`src/rtl/dmaw_pkg.sv`:
```
package dmaw_pkg;

    typedef enum logic [2:0] {
        ST_IDLE,
        ST_REQ,
        ST_ADDR,
        ST_DATA,
        ST_BACKOFF,
        ST_DONE
    } seq_state_e;

    localparam int unsigned BYTES_PER_WORD = 4;

endpackage

```
`src/rtl/dmaw_fifo.sv`:
```
module dmaw_fifo #(
    parameter int unsigned DEPTH   = 8,
    parameter int unsigned DW      = 32,
    parameter int unsigned STALL_W = 16,
    parameter int unsigned LVL_W   = $clog2(DEPTH + 1)
) (
    input  logic               clk,
    input  logic               rst_n,
    input  logic               push_valid,
    input  logic [DW-1:0]      push_data,
    input  logic               pop,
    output logic [DW-1:0]      head,
    output logic [LVL_W-1:0]   level,
    output logic               full,
    output logic               empty,
    output logic [STALL_W-1:0] stall_cnt
);

    localparam int unsigned PTR_W = (DEPTH > 1) ? $clog2(DEPTH) : 1;

    typedef struct packed {
        logic [PTR_W-1:0]   wr;
        logic [PTR_W-1:0]   rd;
        logic [LVL_W-1:0]   lvl;
        logic [STALL_W-1:0] stall;
    } fifo_st_t;

    fifo_st_t       s_d, s_q;
    logic [DW-1:0]  mem_q [DEPTH];
    logic           accept;

    // pointer advance, wrap chosen by whether DEPTH is a power of two
    function automatic logic [PTR_W-1:0] ptr_next(input logic [PTR_W-1:0] p);
        if ((DEPTH & (DEPTH - 1)) == 0) begin
            return p + 1'b1;
        end else begin
            return (p == PTR_W'(DEPTH - 1)) ? '0 : p + 1'b1;
        end
    endfunction

    always_comb begin
        s_d    = s_q;
        full   = (s_q.lvl == LVL_W'(DEPTH));
        empty  = (s_q.lvl == '0);
        accept = push_valid && !full;
        if (accept) begin
            s_d.wr = ptr_next(s_q.wr);
        end
        if (pop) begin
            s_d.rd = ptr_next(s_q.rd);
        end
        if (push_valid && full) begin
            s_d.stall = s_q.stall + 1'b1;
        end
        s_d.lvl = s_q.lvl + LVL_W'(accept) - LVL_W'(pop);
    end

    always_ff @(posedge clk or negedge rst_n) begin
        if (!rst_n) begin
            s_q <= '0;
        end else begin
            s_q <= s_d;
        end
    end

    always_ff @(posedge clk) begin
        if (accept) begin
            mem_q[s_q.wr] <= push_data;
        end
    end

    assign head      = mem_q[s_q.rd];
    assign level     = s_q.lvl;
    assign stall_cnt = s_q.stall;

endmodule

```
`src/rtl/dmaw_seq.sv`:
```
module dmaw_seq
    import dmaw_pkg::*;
#(
    parameter int unsigned AW           = 32,
    parameter int unsigned CNT_W        = 16,
    parameter int unsigned BACKOFF_CLKS = 2
) (
    input  logic             clk,
    input  logic             rst_n,
    input  logic             master_en,
    input  logic             addr_load,
    input  logic [AW-1:0]    addr_val,
    input  logic             cnt_en,
    input  logic             cnt_load,
    input  logic [CNT_W-1:0] cnt_val,
    input  logic             fifo_empty,
    input  logic             bus_gnt,
    input  logic             bus_idle,
    input  logic             tgt_retry,
    output logic             bus_req,
    output logic             bus_aphase,
    output logic             bus_dphase,
    output logic [AW-1:0]    cur_addr,
    output logic             pop,
    output logic             done
);

    localparam int unsigned BO_W = (BACKOFF_CLKS > 1) ? $clog2(BACKOFF_CLKS) : 1;

    typedef struct packed {
        seq_state_e        state;
        logic [AW-1:0]     addr;
        logic [CNT_W-1:0]  cnt;
        logic [BO_W-1:0]   bo;
    } seq_st_t;

    seq_st_t s_d, s_q;
    logic    have_data;
    logic    cnt_spent;

    always_comb begin
        s_d        = s_q;
        bus_req    = 1'b0;
        bus_aphase = 1'b0;
        bus_dphase = 1'b0;
        pop        = 1'b0;
        have_data  = master_en && !fifo_empty;
        cnt_spent  = cnt_en && (s_q.cnt == '0);

        unique case (s_q.state)
            ST_IDLE: begin
                if (addr_load) s_d.addr = addr_val;
                if (cnt_load)  s_d.cnt  = cnt_val;
                if (have_data && !cnt_spent) s_d.state = ST_REQ;
            end
            ST_REQ: begin
                bus_req = have_data;
                if (!have_data) begin
                    s_d.state = ST_IDLE;
                end else if (bus_gnt && bus_idle) begin
                    s_d.state = ST_ADDR;
                end
            end
            ST_ADDR: begin
                bus_req = have_data;
                if (!have_data) begin
                    s_d.state = ST_IDLE;
                end else begin
                    bus_aphase = 1'b1;
                    s_d.state  = ST_DATA;
                end
            end
            ST_DATA: begin
                bus_req = have_data;
                if (!have_data) begin
                    s_d.state = ST_IDLE;
                end else begin
                    bus_dphase = 1'b1;
                    if (tgt_retry) begin
                        s_d.state = ST_BACKOFF;
                        s_d.bo    = BO_W'(BACKOFF_CLKS - 1);
                    end else begin
                        pop      = 1'b1;
                        s_d.addr = s_q.addr + AW'(BYTES_PER_WORD);
                        if (cnt_en) begin
                            if (s_q.cnt != '0) s_d.cnt = s_q.cnt - 1'b1;
                            if (s_q.cnt <= CNT_W'(1)) s_d.state = ST_DONE;
                        end
                    end
                end
            end
            ST_BACKOFF: begin
                if (s_q.bo == '0) begin
                    s_d.state = have_data ? ST_REQ : ST_IDLE;
                end else begin
                    s_d.bo = s_q.bo - 1'b1;
                end
            end
            ST_DONE: begin
                if (addr_load) s_d.addr = addr_val;
                if (cnt_load)  s_d.cnt  = cnt_val;
                if (cnt_load || !cnt_en) s_d.state = ST_IDLE;
            end
            default: s_d.state = ST_IDLE;
        endcase
    end

    always_ff @(posedge clk or negedge rst_n) begin
        if (!rst_n) begin
            s_q <= '{state: ST_IDLE, default: '0};
        end else begin
            s_q <= s_d;
        end
    end

    assign cur_addr = s_q.addr;
    assign done     = (s_q.state == ST_DONE);

endmodule

```
`src/rtl/dmaw_engine.sv`:
```
module dmaw_engine #(
    parameter int unsigned FIFO_DEPTH    = 8,
    parameter int unsigned DATA_W        = 32,
    parameter int unsigned CNT_W         = 16,
    parameter int unsigned STALL_W       = 16,
    parameter int unsigned BACKOFF_CLKS  = 2,
    parameter int unsigned MAX_LAT_UNITS = 0,
    parameter int unsigned LVL_W         = $clog2(FIFO_DEPTH + 1)
) (
    input  logic               clk,
    input  logic               rst_n,
    input  logic               cfg_master_en,
    input  logic               cfg_addr_load,
    input  logic [DATA_W-1:0]  cfg_addr_val,
    input  logic               cfg_cnt_en,
    input  logic               cfg_cnt_load,
    input  logic [CNT_W-1:0]   cfg_cnt_val,
    input  logic               push_valid,
    input  logic [DATA_W-1:0]  push_data,
    output logic               fifo_full,
    output logic [LVL_W-1:0]   fifo_level,
    output logic [STALL_W-1:0] stall_cnt,
    output logic               bus_req,
    input  logic               bus_gnt,
    input  logic               bus_idle,
    output logic               bus_aphase,
    output logic               bus_dphase,
    output logic [DATA_W-1:0]  bus_ad,
    input  logic               tgt_retry,
    output logic               xfer_done,
    output logic [7:0]         lat_info
);

    logic              fifo_pop;
    logic              fifo_empty;
    logic [DATA_W-1:0] fifo_head;
    logic [DATA_W-1:0] wr_addr;

    dmaw_fifo #(
        .DEPTH   (FIFO_DEPTH),
        .DW      (DATA_W),
        .STALL_W (STALL_W),
        .LVL_W   (LVL_W)
    ) u_fifo (
        .clk        (clk),
        .rst_n      (rst_n),
        .push_valid (push_valid),
        .push_data  (push_data),
        .pop        (fifo_pop),
        .head       (fifo_head),
        .level      (fifo_level),
        .full       (fifo_full),
        .empty      (fifo_empty),
        .stall_cnt  (stall_cnt)
    );

    dmaw_seq #(
        .AW           (DATA_W),
        .CNT_W        (CNT_W),
        .BACKOFF_CLKS (BACKOFF_CLKS)
    ) u_seq (
        .clk        (clk),
        .rst_n      (rst_n),
        .master_en  (cfg_master_en),
        .addr_load  (cfg_addr_load),
        .addr_val   (cfg_addr_val),
        .cnt_en     (cfg_cnt_en),
        .cnt_load   (cfg_cnt_load),
        .cnt_val    (cfg_cnt_val),
        .fifo_empty (fifo_empty),
        .bus_gnt    (bus_gnt),
        .bus_idle   (bus_idle),
        .tgt_retry  (tgt_retry),
        .bus_req    (bus_req),
        .bus_aphase (bus_aphase),
        .bus_dphase (bus_dphase),
        .cur_addr   (wr_addr),
        .pop        (fifo_pop),
        .done       (xfer_done)
    );

    always_comb begin
        if (bus_aphase) begin
            bus_ad = wr_addr;
        end else if (bus_dphase) begin
            bus_ad = fifo_head;
        end else begin
            bus_ad = '0;
        end
    end

    assign lat_info = 8'(MAX_LAT_UNITS);

endmodule

```
`config.mk`:
```
export PLATFORM = sky130hd
export DESIGN_NAME = dmaw_engine
export DESIGN_NICKNAME = d
export VERILOG_FILES = /design/src/rtl/dmaw_pkg.sv /design/src/rtl/dmaw_fifo.sv /design/src/rtl/dmaw_seq.sv /design/src/rtl/dmaw_engine.sv
export SDC_FILE = /design/constraint.sdc
export NUM_CORES = 1
export LEC_CHECK = 0
export BUFFER_PORTS_ARGS = -buffer_cell sky130_fd_sc_hd__buf_2
export CORE_MARGIN = 4
export CORE_UTILIZATION = 40
export DETAILED_ROUTE_END_ITERATION = 6
export PLACE_DENSITY = 0.72
export SLEW_MARGIN = 25
export SYNTH_ARGS = -nofsm -noshare
export SYNTH_HDL_FRONTEND = slang
export SYNTH_HIERARCHICAL = 1
export SYNTH_SLANG_ARGS = --single-unit
```
`constraint.sdc`:
```
create_clock -name clk -period 4 [get_ports clk]
set_input_delay 0.8 -clock clk [delete_from_list [all_inputs] [get_ports clk]]
set_output_delay 0.8 -clock clk [all_outputs]
set_load 0.01 [all_outputs]
```
# After elaboration in Yosys (flattened, before gate mapping)
# Memories as Yosys holds them, arrays and structs flattened.
# Index checks and enable logic that the tools add are counted.
# W data, S select, Z words.
# word_totals
mem_bits_rw,256
mem_count,1
latch_bits,0
regBits,78
romBits,0
in_bits,90
# mem_list
memory,depth,word_bits,read_ports,rd_ports_with_merged_regs,wr,line_no,rtl
u_fifo.mem_q,8,32,1,0,1,dmaw_fifo.sv:29,logic [DW-1:0] mem_q [DEPTH];
# op_classes
mul,0
magnitude_cmp,1
n_reduce_logical,23
muxes,33
eq_ne,19
add_sub_neg,8
n_shift,0
bitwise_logic,0
div,0
# ops
cell,count
$mux W32,3
$pmux W48 S2,1
$mux W49,1
$mux W16,3
$mux W48,1
$add A32 B3 Y32 const B,1
$mux W3,9
$pmux W3 S6,1
$add A16 B1 Y16 const B,1
$le A16 B1 Y1 const B,1
$logic_not A16 Y1,1
$reduce_bool A16 Y1,1
$sub A16 B1 Y16 const B,1
$mux W1,12
$ne A2 B1 Y1 const B,6
$reduce_and A6 Y1,2
$ne A2 B2 Y1 const B,4
$ne A4 B4 Y1 const B,2
$add A3 B1 Y3 const B,2
$eq A3 B2 Y1 const B,2
$eq A3 B3 Y1 const B,2
$logic_and A1 B1 Y1,6
$add A4 B1 Y4,1
$eq A4 B4 Y1 const B,1
other kinds (15),19

# Depth between registers and ports, before layout
# Gate-level depths: netlist of the first run.
# depth
word_depth,7
ltp_mapped,12
depth_no_buf,12

# Modules after synthesis
# Netlist of the first run, hierarchy kept.
# modules_own_cells
module,n_inst,area_per_inst_um2,cells_per_inst,seq_area_each_um2
dmaw_fifo,1,11060.6,510,8338.0
dmaw_seq,1,3673.5,441,1301.2
dmaw_engine,1,425.4,53,0.0

# Worst setup path before layout of the first run
# OpenSTA, ideal clock, no wires.
# synth_path
path_type,input -> register
startpoint,input port push_valid
endpoint,"memory u_fifo.mem_q[0][0], enable pin"
t_arrival_ns,3.572
path_slack_ns,-0.033
setup_ns,0.461
required_time_ns,3.539
path_buffers,0
cell_stages,3
path_cell_list,a21boi_0 nand2b_1 nor3_1
# synth_between
elab_chain_cells,3
# synth_rtl
element,line_no,rtl
from (decl),dmaw_engine.sv:18,"input logic push_valid,"
$logic_and A1 B1 Y1,dmaw_fifo.sv:45,accept = push_valid && !full;
$mux W1,dmaw_fifo.sv:67,if (accept) begin
$mux W1 (implied by the code),dmaw_fifo.sv:68,mem_q[s_q.wr] <= push_data;
to (decl),dmaw_fifo.sv:29,
# No other way between the ends.

# Final worst setup path of the first run
# layout_path
startpoint,register u_fifo/s_q[20] in the netlist's numbering
endpoint,output port bus_ad[22]
# layout_between
elab_chain_cells,3
# layout_rtl
element,line_no,rtl
from (decl),dmaw_fifo.sv:28,"fifo_st_t s_d, s_q;"
from (signal assigned),dmaw_fifo.sv:60,s_q <= '0;
from (signal assigned),dmaw_fifo.sv:62,s_q <= s_d;
$mem_v2 Z8 W32,-,
named net fifo_head[22],dmaw_engine.sv:36,logic [DATA_W-1:0] fifo_head;
$mux W32,dmaw_engine.sv:85,end else if (bus_dphase) begin
$mux W32,dmaw_engine.sv:83,if (bus_aphase) begin
to (decl),dmaw_engine.sv:28,"output logic [DATA_W-1:0] bus_ad,"
# The timed path passes the listed nets, and every way through them passes these cells.

==> flow_summary.ini, run 1 <==
[detailed_routing]
wl_met2_um = 16920
wl_um = 37180
ant_nets = 0
vias = 9346
top_layer = met5
wl_per_cell_um = 22.49
drt-initial-drc-count = 647
route.detailed.drc = 0
firstDrtPassIters = 5
wl_met1_um = 15550
wl_met3_um = 3287
via_per_inst = 5.654

[critical_path]
worstPathArrival_ns = 2.97
path_class = reg2out
r2r-start = u_fifo/level[2]
cp-end-kind = output pin
required_ns = 3.20
crit_path_start_kind = register
r2r_end = u_seq/cur_addr[20]
cp_max_fo = 33
r2r_setup_slack_ns = 0.90
reg2reg_depth = 8
critPathLaunch = u_fifo/s_q[20]
critPathCapture = bus_ad[22]

[yosys]
synth_xor_area_share_pct = 1.271
synth.mux.area_fraction_pct = 12.26
synth-edff-count = 256
synthSimpleGateAreaFrac_pct = 7.684
synth_area_leaders = edfxtp_1 51%, dfrtp_1 13%, mux4_2 9.5%
synth-seq-area-share_pct = 63.59
avgSynthCellArea_um2 = 15.10
ys_ff_latch = 334
synth_top_family_by_area = multiplexers
yosysTopAreaCell = edfxtp_1
yosysUniqueCellTypes = 81
ys.flop_type = edfxtp_1
synth-async-reset-ratio_pct = 23.35
synth_fa_ha_area_share_pct = 1.271
yosysWarnings = 6
synth_compound_area_share_pct = 8.452
synth_area_um2 = 15160
synth_top_cell_area_share_pct = 50.71
synth_cells = 1004

[finish]
final_common_cell = edfxtp_1
fillers = 3281
n_antenna_cell = 0
final_nets = 1220
area_growth_pct = 13.79
final_cell_mix = 256 x edfxtp_1, 145 x buf_2, 76 x dfrtp_1
layout-drive-gt1-share_pct = 31.79

[timing]
hold_viol_final = 0
max_freq_mhz = 265.1
tns_ns = 0
worst_slew_pin_slew_ns = 0.9837
hold_ws_ns = 0.3396
relSlewSlack_pct = 34.13
skew_ns = 0.02322
slew_violations = 0
rsz0062_at_grt = no
layout_min_cycle_time_ns = 3.772
worst_slack_ns = 0.2277
final.period_utilization_pct = 94.31
finalSetupViolCount = 0

[clock_network]
numCtsBuffers = 37
cts_tree = yes
clk_latency_ns = 0.55
cts.clk_slew.worst_paths_ns = 0.06
ctsHoldBuffers = 0
post_cts_buffers = 0
cts_root_buf = clkbuf_16
clk_path_buf_depth = 3
cts_resized = 0
clock_sinks = 334
htreeDepth = 2

[die]
io_pins = 155
start_util_pct = 40.44
row_count = 71
dieArea_um2 = 41080
core-area_um2 = 37490
die_w_um = 202.7
die_h_um = 202.7

[run]
cap_violations = 0

[global_routing]
antenna_found_initial = 6
overflow = 0
grt_pass1_vias = 9159
grt_max_degree = 57
grt_pass1_wl_um = 56500
grt.total_usage_pct = 18.00

[place]
dp_slack_ns = 0.7097
dpl.hpwl_um = 23830
numPortBuffers = 146
gp_congestion = 0.8671

[pwr]
total_power_mw = 11.80
pwr_density_cell_nw_per_um2 = 684.2
leakage_nw = 6.174
peakVddDrop_uv = 394.4

[status]
status = completed

[worst_hold_path]
hold_path.class = in2async
-- kinds of logic (layout without fill, tap and decap cells) --
| group | count (synthesis) | after routing |
|---|---|---|
| compound gates | 189 | 189 |
| mux | 101 | 101 |
| other cells | 1 | 8 |
| fa+ha+maj | 15 | 15 |
| buf+inv | 130 | 261 |
| flops | 334 | 334 |
| xor+xnor | 22 | 22 |
| simple gates | 212 | 212 |
-- power by group --
| group | total [mW] | switching, mW | internal, mW |
|---|---|---|---|
| Clock | 3.19 | 1.35 | 1.84 |
| Combinational | 3.42 | 1.91 | 1.51 |
| Sequential | 5.19 | 0.732 | 4.46 |
-- registers in the layout, summed over array words and instances, names as in the netlist --
register	count
u_fifo/level	4
u_seq/s_q	20
u_fifo/mem_q	256
u_seq/cur_addr	32
u_fifo/stall_cnt	16
u_fifo/s_q	6
-- worst min-delay path by stage --
stage,startpoint,endpoint,slack [ns]
detailed placement,u_fifo/stall_cnt[15],u_fifo/stall_cnt[15],0.47
global route,rst_n,u_seq/s_q[3],0.40
floorplan,u_fifo/stall_cnt[15],u_fifo/stall_cnt[15],0.44
global placement,u_fifo/stall_cnt[15],u_fifo/stall_cnt[15],0.45
CTS,rst_n,u_seq/s_q[15],0.36
finish,rst_n,u_seq/s_q[14],0.34
-- worst max-delay path: stages (launching register included) --
cell and delay, ns:
dfrtp_4 0.88, buf_4 0.34, mux4_2 0.52, mux2_2 0.32
a22o_1 0.21, buf_2 0.15
-- final cells by class --
cell class	count	area, um^2	share of cell area [%]
clock buffers	45	955.9	5.541
multi-input cells	547	4797	27.81
well taps	511	639.4	3.706
repair buffers	175	963.4	5.585
inverters	21	80.08	0.4642
clock inverters	20	170.2	0.9864
flip-flops and latches	334	9644	55.91
-- per-layer routing --
metal | track usage (%) | up-vias
li1 | - | 4122
met4 | 6.838 | 12
met3 | 4.792 | 84
met1 | 25.00 | 4713
met5 | 0 | -
met2 | 27.44 | 415
-- through the flow --
stage          instances  utilization [%]  area (um^2)
3_5_place_dp        1588            43.01        16120
3_3_place_gp        1588            43.01        16120
4_1_cts             1653            46.02        17250
6_report            1653            46.02        17250
2_1_floorplan       1011                -        15200
5_1_grt             1653            46.02        17250
-- cell usage after synthesis (12+ instances only) --
cell / instances
a21oi_1: 52
a22o_1: 31
buf_2: 15
buf_4: 61
buf_6: 12
clkbuf_1: 18
dfrtp_1: 78
edfxtp_1: 256
ha_1: 13
inv_1: 19
mux2_2: 36
mux4_2: 64
nand2_1: 43
nand3_1: 29
nand4_1: 15
nor2_1: 43
nor3_1: 20
o21ai_0: 26
o22ai_1: 12
xor2_1: 14
Note: power is estimated with default switching activity, not from simulation.
==> inputs of run 2 (changes only) <==
CORE_MARGIN = 2   (was 4)
PLACE_DENSITY = 0.7   (was 0.72)
clock period = 4.5 ns   (was 4 ns; I/O delays follow)
==> run 2 against run 1 <==
  * Non-clock buffer count shrank 4
  * Global-route usage increased by 0.96 points
  * Hold slack improved by 0.059 ns
  * Largest cell class unchanged
  * Clock power fell by 6%
  * Critical endpoint is now bus_ad[3]
  * Final area up 0.59%
==> flow_summary.ini, run 2 (synthesis results as in run 1) <==
[detailed_routing]
ant_nets = 0
route.detailed.drc = 0
wl_per_cell_um = 22.70
drt-initial-drc-count = 908
wl_um = 37610
firstDrtPassIters = 6
top_layer = met5
wl_met2_um = 17580
via_per_inst = 5.637
wl_met1_um = 15480
vias = 9341
wl_met3_um = 3543

[clock_network]
numCtsBuffers = 37
ctsHoldBuffers = 0
clk_latency_ns = 0.54
clk_path_buf_depth = 3
htreeDepth = 2
cts_root_buf = clkbuf_16
cts.clk_slew.worst_paths_ns = 0.06
cts_tree = yes
clock_sinks = 334
post_cts_buffers = 0
cts_resized = 0

[timing]
worst_slack_ns = 0.6182
rsz0062_at_grt = no
final.period_utilization_pct = 86.26
finalSetupViolCount = 0
layout_min_cycle_time_ns = 3.882
hold_ws_ns = 0.3987
relSlewSlack_pct = 31.79
tns_ns = 0
slew_violations = 0
worst_slew_pin_slew_ns = 1.019
hold_viol_final = 0
max_freq_mhz = 257.6
skew_ns = 0.01741

[place]
gp_congestion = 0.8583
dp.cells = 1584
dpl.hpwl_um = 24060
dp_slack_ns = 0.8711
numPortBuffers = 146
placed_area_um2 = 16120

[die]
start_util_pct = 40.44
die_w_um = 198.7
row_count = 71
io_pins = 155
dieArea_um2 = 39470
core-area_um2 = 37490
die_h_um = 198.7

[finish]
layout-drive-gt1-share_pct = 31.99
final_cell_area_um2 = 17350
regMostFlops = u_fifo/mem_q
final_cell_mix = 256 x edfxtp_1, 145 x buf_2, 76 x dfrtp_1
final_common_cell = edfxtp_1
largest_reg_flops = 256
final_core_util_pct = 46.29
instances_no_fill = 1657
area_growth_pct = 14.46
final_nets = 1216

[global_routing]
grt.total_usage_pct = 18.96
grt_max_degree = 49
antenna_found_initial = 11
grt_pass1_vias = 8864
overflow = 0
grt_pass1_wl_um = 55130

[critical_path]
crit_path_start_kind = register
required_ns = 3.60
cp_max_fo = 30
path_class = reg2out
cp-end-kind = output pin
worstPathArrival_ns = 2.98

[pwr]
leakage_nw = 6.219
pwr_density_cell_nw_per_um2 = 616.6
peakVddDrop_uv = 366.5
total_power_mw = 10.70

[status]
status = completed

[worst_hold_path]
hold_path.class = in2async

[run]
cap_violations = 0
-- run 2: changes by cell type in the layout (fill, tap and decap cells not counted), moves of 3 or more --
cell / delta
buf_12: +3
buf_4: -7
clkbuf_8: +5
clkinv_1: -3
clkinv_2: +3
clkinvlp_4: -3
diode_2: +5
inv_6: -3
nor3_2: +3
-- run 2: worst paths after layout --
path | start | to | slack (ns) | cells past startpoint
setup / recovery | u_fifo/level[3] | bus_ad[3] | 0.62 | 9
hold / removal | rst_n | u_seq/s_q[5] | 0.40 | 1
setup reg to reg | u_seq/s_q[50] | u_seq/cur_addr[26] | 1.41 | 5
hold reg to reg | u_fifo/stall_cnt[15] | u_fifo/stall_cnt[15] | 0.46 | 1
max in group asynchronous | rst_n | u_fifo/level[0] | 3.22 | 2
min in group clk | u_fifo/stall_cnt[15] | u_fifo/stall_cnt[15] | 0.46 | 1
-- run 2: per-layer routing --
layer | vias up | GRT usage (%)
met5 | - | 0
met4 | 12 | 6.164
met3 | 65 | 5.697
met2 | 402 | 29.64
met1 | 4746 | 25.41
li1 | 4116 | -
-- run 2: critical path, stage by stage (launching register included) --
cell and delay (ns):
dfrtp_1 0.37, inv_1 0.05, ha_1 0.16, and2_1 0.14
nand2b_1 0.22, nor2_1 0.14, buf_4 0.16, nor2b_4 0.80
a22o_1 0.25, buf_2 0.13
-- run 2: final cells by class --
| cell class | count | area (um^2) |
|---|---|---|
| Multi-Input combinational cell | 547 | 4790 |
| Antenna cell | 5 | 12.51 |
| Clock inverter | 16 | 161.4 |
| Clock buffer | 52 | 1054 |
| Timing Repair Buffer | 171 | 970.9 |
| Sequential cell | 334 | 9644 |
| Fill cell | 3289 | 20140 |
| Tap cell | 511 | 639.4 |
| Inverter | 21 | 80.08 |
-- run 2: power breakdown --
part | switching (mW) | internal (mW) | total (mW)
registers | 0.591 | 3.97 | 4.56
clock network | 1.23 | 1.77 | 3.00
logic | 1.79 | 1.35 | 3.14
